$ cat src/rtl/sr_wprot_pkg.sv
package sr_wprot_pkg;
  localparam int SR_W     = 8;
  localparam int LOCK_BIT = 7;
  localparam int BLK_HI   = 3;
  localparam int BLK_LO   = 2;

  typedef enum logic [1:0] {
    BLK_NONE    = 2'b00,
    BLK_QUARTER = 2'b01,
    BLK_HALF    = 2'b10,
    BLK_ALL     = 2'b11
  } blk_sel_e;

  typedef enum logic {
    CYC_ARRAY  = 1'b0,
    CYC_STATUS = 1'b1
  } cyc_kind_e;

  typedef struct packed {
    logic     lock;
    blk_sel_e blk;
  } nv_bits_t;
endpackage

$ cat src/rtl/sr_prot_decode.sv
module sr_prot_decode
  import sr_wprot_pkg::*;
#(
  parameter int ADDR_W = 16
) (
  input  blk_sel_e          blk_i,
  input  logic [ADDR_W-1:0] addr_i,
  output logic              hit_o
);
  localparam int TOP = ADDR_W - 1;

  logic upper_half, upper_quarter;

  generate
    if (ADDR_W >= 2) begin : g_wide
      assign upper_half    = addr_i[TOP];
      assign upper_quarter = addr_i[TOP] & addr_i[TOP-1];
    end else begin : g_narrow
      assign upper_half    = addr_i[TOP];
      assign upper_quarter = addr_i[TOP];
    end
  endgenerate

  always_comb begin
    unique case (blk_i)
      BLK_NONE:    hit_o = 1'b0;
      BLK_QUARTER: hit_o = upper_quarter;
      BLK_HALF:    hit_o = upper_half;
      default:     hit_o = 1'b1;
    endcase
  end
endmodule

$ cat src/rtl/sr_cycle_ctrl.sv
module sr_cycle_ctrl
  import sr_wprot_pkg::*;
(
  input  logic clk_i,
  input  logic rst_ni,
  input  logic wren_i,
  input  logic wrdi_i,
  input  logic sr_go_i,
  input  logic arr_go_i,
  input  logic done_i,
  output logic wip_o,
  output logic wel_o,
  output logic commit_o
);
  logic      wip_q, wel_q;
  cyc_kind_e kind_q;
  logic      finish;

  assign finish = wip_q & done_i;

  always_ff @(posedge clk_i or negedge rst_ni) begin
    if (!rst_ni) begin
      wip_q  <= 1'b0;
      kind_q <= CYC_ARRAY;
    end else if (wip_q) begin
      if (done_i) wip_q <= 1'b0;
    end else if (sr_go_i) begin
      wip_q  <= 1'b1;
      kind_q <= CYC_STATUS;
    end else if (arr_go_i) begin
      wip_q  <= 1'b1;
      kind_q <= CYC_ARRAY;
    end
  end

  always_ff @(posedge clk_i or negedge rst_ni) begin
    if (!rst_ni)                wel_q <= 1'b0;
    else if (finish || wrdi_i)  wel_q <= 1'b0;
    else if (wren_i && !wip_q)  wel_q <= 1'b1;
  end

  assign commit_o = finish & (kind_q == CYC_STATUS);
  assign wip_o    = wip_q;
  assign wel_o    = wel_q;

  assert_done_clears_R8: assert property (@(posedge clk_i) disable iff (!rst_ni)
    (wip_q && done_i) |=> (!wip_q && !wel_q));
  assert_wrdi_wins_R2: assert property (@(posedge clk_i) disable iff (!rst_ni)
    wrdi_i |=> !wel_q);
  assert_wren_sets_R2: assert property (@(posedge clk_i) disable iff (!rst_ni)
    (wren_i && !wrdi_i && !wip_q) |=> wel_q);
  assert_go_needs_latch_R7: assert property (@(posedge clk_i) disable iff (!rst_ni)
    (sr_go_i || arr_go_i) |-> (wel_q && !wip_q));
  assert_busy_from_go_R10: assert property (@(posedge clk_i) disable iff (!rst_ni)
    $rose(wip_q) |-> $past(sr_go_i || arr_go_i));
endmodule

$ cat src/rtl/sr_nv_bits.sv
module sr_nv_bits
  import sr_wprot_pkg::*;
(
  input  logic            clk_i,
  input  logic            rst_ni,
  input  logic            capture_i,
  input  logic [SR_W-1:0] data_i,
  input  logic            commit_i,
  output nv_bits_t        nv_o
);
  nv_bits_t nv_q, pend_q;

  always_ff @(posedge clk_i or negedge rst_ni) begin
    if (!rst_ni) begin
      pend_q <= '{lock: 1'b0, blk: BLK_NONE};
    end else if (capture_i) begin
      pend_q.lock <= data_i[LOCK_BIT];
      pend_q.blk  <= blk_sel_e'(data_i[BLK_HI:BLK_LO]);
    end
  end

  // old protection stays live until the cycle ends
  always_ff @(posedge clk_i or negedge rst_ni) begin
    if (!rst_ni)       nv_q <= '{lock: 1'b0, blk: BLK_NONE};
    else if (commit_i) nv_q <= pend_q;
  end

  assign nv_o = nv_q;

  assert_bits_hold_R4: assert property (@(posedge clk_i) disable iff (!rst_ni)
    !commit_i |=> $stable(nv_q));
endmodule

$ cat src/rtl/sr_wprot.sv
module sr_wprot
  import sr_wprot_pkg::*;
#(
  parameter int ADDR_W = 16
) (
  input  logic              clk_i,
  input  logic              rst_ni,
  input  logic              wren_i,
  input  logic              wrdi_i,
  input  logic              sr_wr_req_i,
  input  logic [7:0]        sr_wr_data_i,
  input  logic              arr_start_i,
  input  logic              cyc_done_i,
  input  logic [ADDR_W-1:0] addr_i,
  input  logic              wp_ni,
  output logic [7:0]        status_o,
  output logic              arr_wr_ok_o,
  output logic              sr_wr_ok_o
);
  nv_bits_t nv;
  logic     wip, wel, commit, prot_hit, hw_lock;
  logic     sr_go, arr_go;

  sr_prot_decode #(.ADDR_W(ADDR_W)) u_decode (
    .blk_i (nv.blk),
    .addr_i(addr_i),
    .hit_o (prot_hit)
  );

  assign hw_lock     = nv.lock & ~wp_ni;
  assign sr_wr_ok_o  = wel & ~wip & ~hw_lock;
  assign arr_wr_ok_o = wel & ~wip & ~prot_hit;
  assign sr_go       = sr_wr_req_i & sr_wr_ok_o;
  assign arr_go      = arr_start_i & arr_wr_ok_o & ~sr_go;

  sr_cycle_ctrl u_cycle (
    .clk_i   (clk_i),
    .rst_ni  (rst_ni),
    .wren_i  (wren_i),
    .wrdi_i  (wrdi_i),
    .sr_go_i (sr_go),
    .arr_go_i(arr_go),
    .done_i  (cyc_done_i),
    .wip_o   (wip),
    .wel_o   (wel),
    .commit_o(commit)
  );

  sr_nv_bits u_nv (
    .clk_i    (clk_i),
    .rst_ni   (rst_ni),
    .capture_i(sr_go),
    .data_i   (sr_wr_data_i),
    .commit_i (commit),
    .nv_o     (nv)
  );

  assign status_o = {nv.lock, 3'b000, nv.blk, wel, wip};

  assert_hw_lock_R3: assert property (@(posedge clk_i) disable iff (!rst_ni)
    (status_o[LOCK_BIT] && !wp_ni) |-> !sr_wr_ok_o);
  assert_whole_array_R6: assert property (@(posedge clk_i) disable iff (!rst_ni)
    (status_o[BLK_HI:BLK_LO] == 2'b11) |-> !arr_wr_ok_o);
  assert_busy_blocks_R10: assert property (@(posedge clk_i) disable iff (!rst_ni)
    status_o[0] |-> (!arr_wr_ok_o && !sr_wr_ok_o));
  assert_rejected_sr_R5: assert property (@(posedge clk_i) disable iff (!rst_ni)
    (sr_wr_req_i && !sr_wr_ok_o && !arr_wr_ok_o && !status_o[0]) |=> !status_o[0]);
endmodule

$ cat config.mk
export PLATFORM = sky130hd
export DESIGN_NAME = sr_wprot
export DESIGN_NICKNAME = d
export VERILOG_FILES = /design/src/rtl/sr_wprot_pkg.sv /design/src/rtl/sr_prot_decode.sv /design/src/rtl/sr_cycle_ctrl.sv /design/src/rtl/sr_nv_bits.sv /design/src/rtl/sr_wprot.sv
export SDC_FILE = /design/constraint.sdc
export NUM_CORES = 1
export LEC_CHECK = 0
export BUFFER_PORTS_ARGS = -buffer_cell sky130_fd_sc_hd__clkbuf_2
export CAP_MARGIN = 20
export CORE_MARGIN = 2
export CORE_UTILIZATION = 35
export DETAILED_ROUTE_END_ITERATION = 12
export PLACE_DENSITY = 0.77
export SKIP_CTS_REPAIR_TIMING = 1
export SLEW_MARGIN = 30
export SYNTH_ARGS = -nofsm -noshare
export SYNTH_HDL_FRONTEND = slang
export SYNTH_SLANG_ARGS = --single-unit
export TNS_END_PERCENT = 50
$ cat constraint.sdc
create_clock -name clk_i -period 1.6 [get_ports clk_i]
set_clock_uncertainty 0.15 [all_clocks]
set_input_delay 0.24 -clock clk_i [delete_from_list [all_inputs] [get_ports clk_i]]
set_output_delay 0.24 -clock clk_i [all_outputs]
set_load 0.01 [all_outputs]
==> summary.txt <==
Power
  • Power density over cell area: 1589 nW/um2
  • Leakage component of the power: 0.3210 nW
  • Maximum resistive drop on vdd: 0.0005994 V

Floorplan
  • I/O pin total: 42
  • Die Span Y: 40.22 um
  • Core Area: 1269 um2
  • DIE WIDTH: 40.22 um
  • Floorplan row count: 13
  • Initial core utilization: 36.19%
  • Full die area: 1618 um2

Setup path
  • Worst Setup Path Type: flip-flop to output port
  • Arrival time reported for the critical path endpoint: 1190 ps
  • Worst EP required: 1210 ps
  • Worst setup EP type: output port
  • Critical-path maximum fanout: 6
  • Startpoint type of the worst setup path: flip-flop

Drt
  • Post-detailed-routing wire length: 806 um
  • Count of unresolved DRC violations after routing: 0
  • Wire length per cell after detailed routing: 10.61 um
  • Detailed-router iteration count before antenna repair: 4
  • Via count: 354
  • Vias per std cell: 4.658
  • Final antenna-violating net count: 0
  • Iteration-0 DRC count of the detailed router: 3

Outcome
  • Result of the run: completed

STA
  • Max-slew violation count: 0
  • Shortest period the worst path allows: 1575 ps
  • Share of the cycle needed by the critical path after routing: 98.45%
  • Final Hold Vio Count: 0
  • Worst hold slack: 53.43 ps
  • Final setup fails: 0
  • Unrepaired setup endpoints after global routing: yes
  • Summed negative setup slack over all endpoints: 0 ps
  • Maximum frequency from static timing analysis: 634.8 MHz

Clocking
  • Clock tree from TritonCTS: yes
  • Number of buffers added by the clock tree synthesis step: 3
  • Clk root buf: sky130_fd_sc_hd__clkbuf_4
  • H-tree level count: 1
  • Clock latency reported for the late side of the worst-skew pair: 260 ps
  • Maximum clock insertion buffer count: 2
  • Clock input transition at the sequential cells of the worst setup and hold paths: 60 ps
  • Clock Sink Count: 9

Logic synthesis
  • Leading register cell type out of synthesis: sky130_fd_sc_hd__dfrtp_1
  • Post-synthesis instance total: 36
  • Library cell occupying the most area in the post-synthesis netlist: sky130_fd_sc_hd__dfrtp_1
  • Register bit count reported by yosys: 9
  • Sequential share of the synthesized area: 49.05%
  • Ys async rst share: 100.0%
  • Count of warnings emitted by yosys: 0
  • Synthesized cell area: 459.2 um2
  • Portion of synthesized cell area occupied by the leading cell type: 49.05%
  • Number of flops mapped to enable cells by yosys: 0
  • Number of library cell types mapped by synthesis: 19
  • Ranking of synthesized cells by area: sky130_fd_sc_hd__dfrtp_1, sky130_fd_sc_hd__mux2_4, sky130_fd_sc_hd__buf_4
  • Most repeated cell in the gate-level netlist after synthesis: sky130_fd_sc_hd__dfrtp_1
  • Average size of a mapped cell: 12.76 um2
  • Leading cell types by count after synthesis: sky130_fd_sc_hd__dfrtp_1, sky130_fd_sc_hd__buf_4, sky130_fd_sc_hd__mux2_2, sky130_fd_sc_hd__mux2_4, sky130_fd_sc_hd__nand3_1

Placement
  • RePlAce Congestion: 0.7177
  • Count of input and output buffers: 19
  • Detailed placement HPWL: 623.6 um

Cells and area
  • Number of nets in the layout: 94
  • Fraction of layout cells with a size suffix above 1: 59.02%
  • Area Growth Syn to Fin: 37.87%
  • N_diodes: 0

GRT
  • Total global-route track usage: 11.06%
  • Pin count of the biggest net entering global routing: 10
  • Wire length of the first global-routing pass: 1.131 mm
  • Sum of overflow across all layers after global routing: 0
  • Number of antenna violations at the first check in global routing: 0
  • Via count of the first global-routing pass: 274

Run
  • Number of maximum-capacitance violations: 0

Hold path
  • Worst hold path type: primary input to flip-flop
==> logic make-up after synthesis <==
logic type	share of synthesized area (%)
flip-flops	49.05
multiplexers	17.16
AO/OA/AOI/OAI	8.720
buffers and inverters	8.175
AND/OR/NAND/NOR	16.08
other	0.8167
==> worst paths after layout <==
check                          startpoint              to  slack [ps]  cells after the start
min in group asynchronous          rst_ni    u_nv.nv_o[1]         210                      2
hold reg to reg            u_cycle.kind_q  u_cycle.kind_q         350                      1
max in group asynchronous          rst_ni   u_cycle.wip_o         880                      2
hold / removal                 cyc_done_i   u_cycle.wip_o          50                      2
setup reg to reg            u_cycle.wip_o  u_nv.pend_q[2]         280                      3
setup / recovery            u_cycle.wip_o     arr_wr_ok_o          20                      3
==> metal layers <==
layer  vias up  global-route usage (%)  share of wire [%]
met5         -                       0                  0
met4         0                   2.500                  0
met3         0                   6.667                 10
met2        18                   16.94                 48
met1       164                   13.24                 42
li1        172                       -                  -
==> cell usage in the layout (no fill, tap or decap), types with 2 or more instances in the layout <==
cell	instances
sky130_fd_sc_hd__clkbuf_4	3
sky130_fd_sc_hd__conb_1	3
sky130_fd_sc_hd__buf_4	3
sky130_fd_sc_hd__dlygate4sd3_1	2
sky130_fd_sc_hd__nand3_1	2
sky130_fd_sc_hd__mux2_2	3
sky130_fd_sc_hd__buf_6	2
sky130_fd_sc_hd__dfrtp_1	8
sky130_fd_sc_hd__clkbuf_2	17
sky130_fd_sc_hd__mux2_4	3
==> cell type report <==
type / instances / area (um2)
clock buffers: 4 / 26.28
fillers: 122 / 635.6
multi-input cells: 24 / 211.5
flip-flops and latches: 9 / 226.5
well taps: 15 / 18.77
repair buffers: 24 / 150.1
==> where the power goes <==
| group | internal, mW | total, mW | switching (mW) | leakage [nW] |
|---|---|---|---|---|
| sequential | 0.338 | 0.422 | 0.0838 | 0.109 |
| combinational | 0.253 | 0.411 | 0.158 | 0.197 |
| clock | 0.0960 | 0.173 | 0.0771 | 0.0150 |
| total | 0.687 | 1.01 | 0.319 | 0.321 |
==> stage by stage <==
stage               worst slack (ps)  area [um2]  util [%]  instances  power (mW)
global route                  -15.48       633.1     49.90         76       1.081
global placement               296.7       543.0     42.80         67      0.7680
CTS                           0.1172       569.3     44.87         71      0.9572
detailed placement             288.2       543.0     42.80         67      0.7771
finish                         24.75       633.1     49.90         76       1.006
floorplan                      351.1       466.7         -         38      0.6827
==> state kept, by name (all words and copies together), names as in the netlist <==
register        count
u_cycle.kind_q      1
u_cycle.wel_o       1
u_nv.nv_o           3
u_cycle.wip_o       1
u_nv.pend_q         3
==> worst max-delay path: stages (launching register included) <==
cell and delay [ps]:
sky130_fd_sc_hd__dfrtp_2 450, sky130_fd_sc_hd__nor2b_4 180, sky130_fd_sc_hd__and3_4 200, sky130_fd_sc_hd__buf_6 90
No activity file was read; power rests on OpenSTA's default activity.
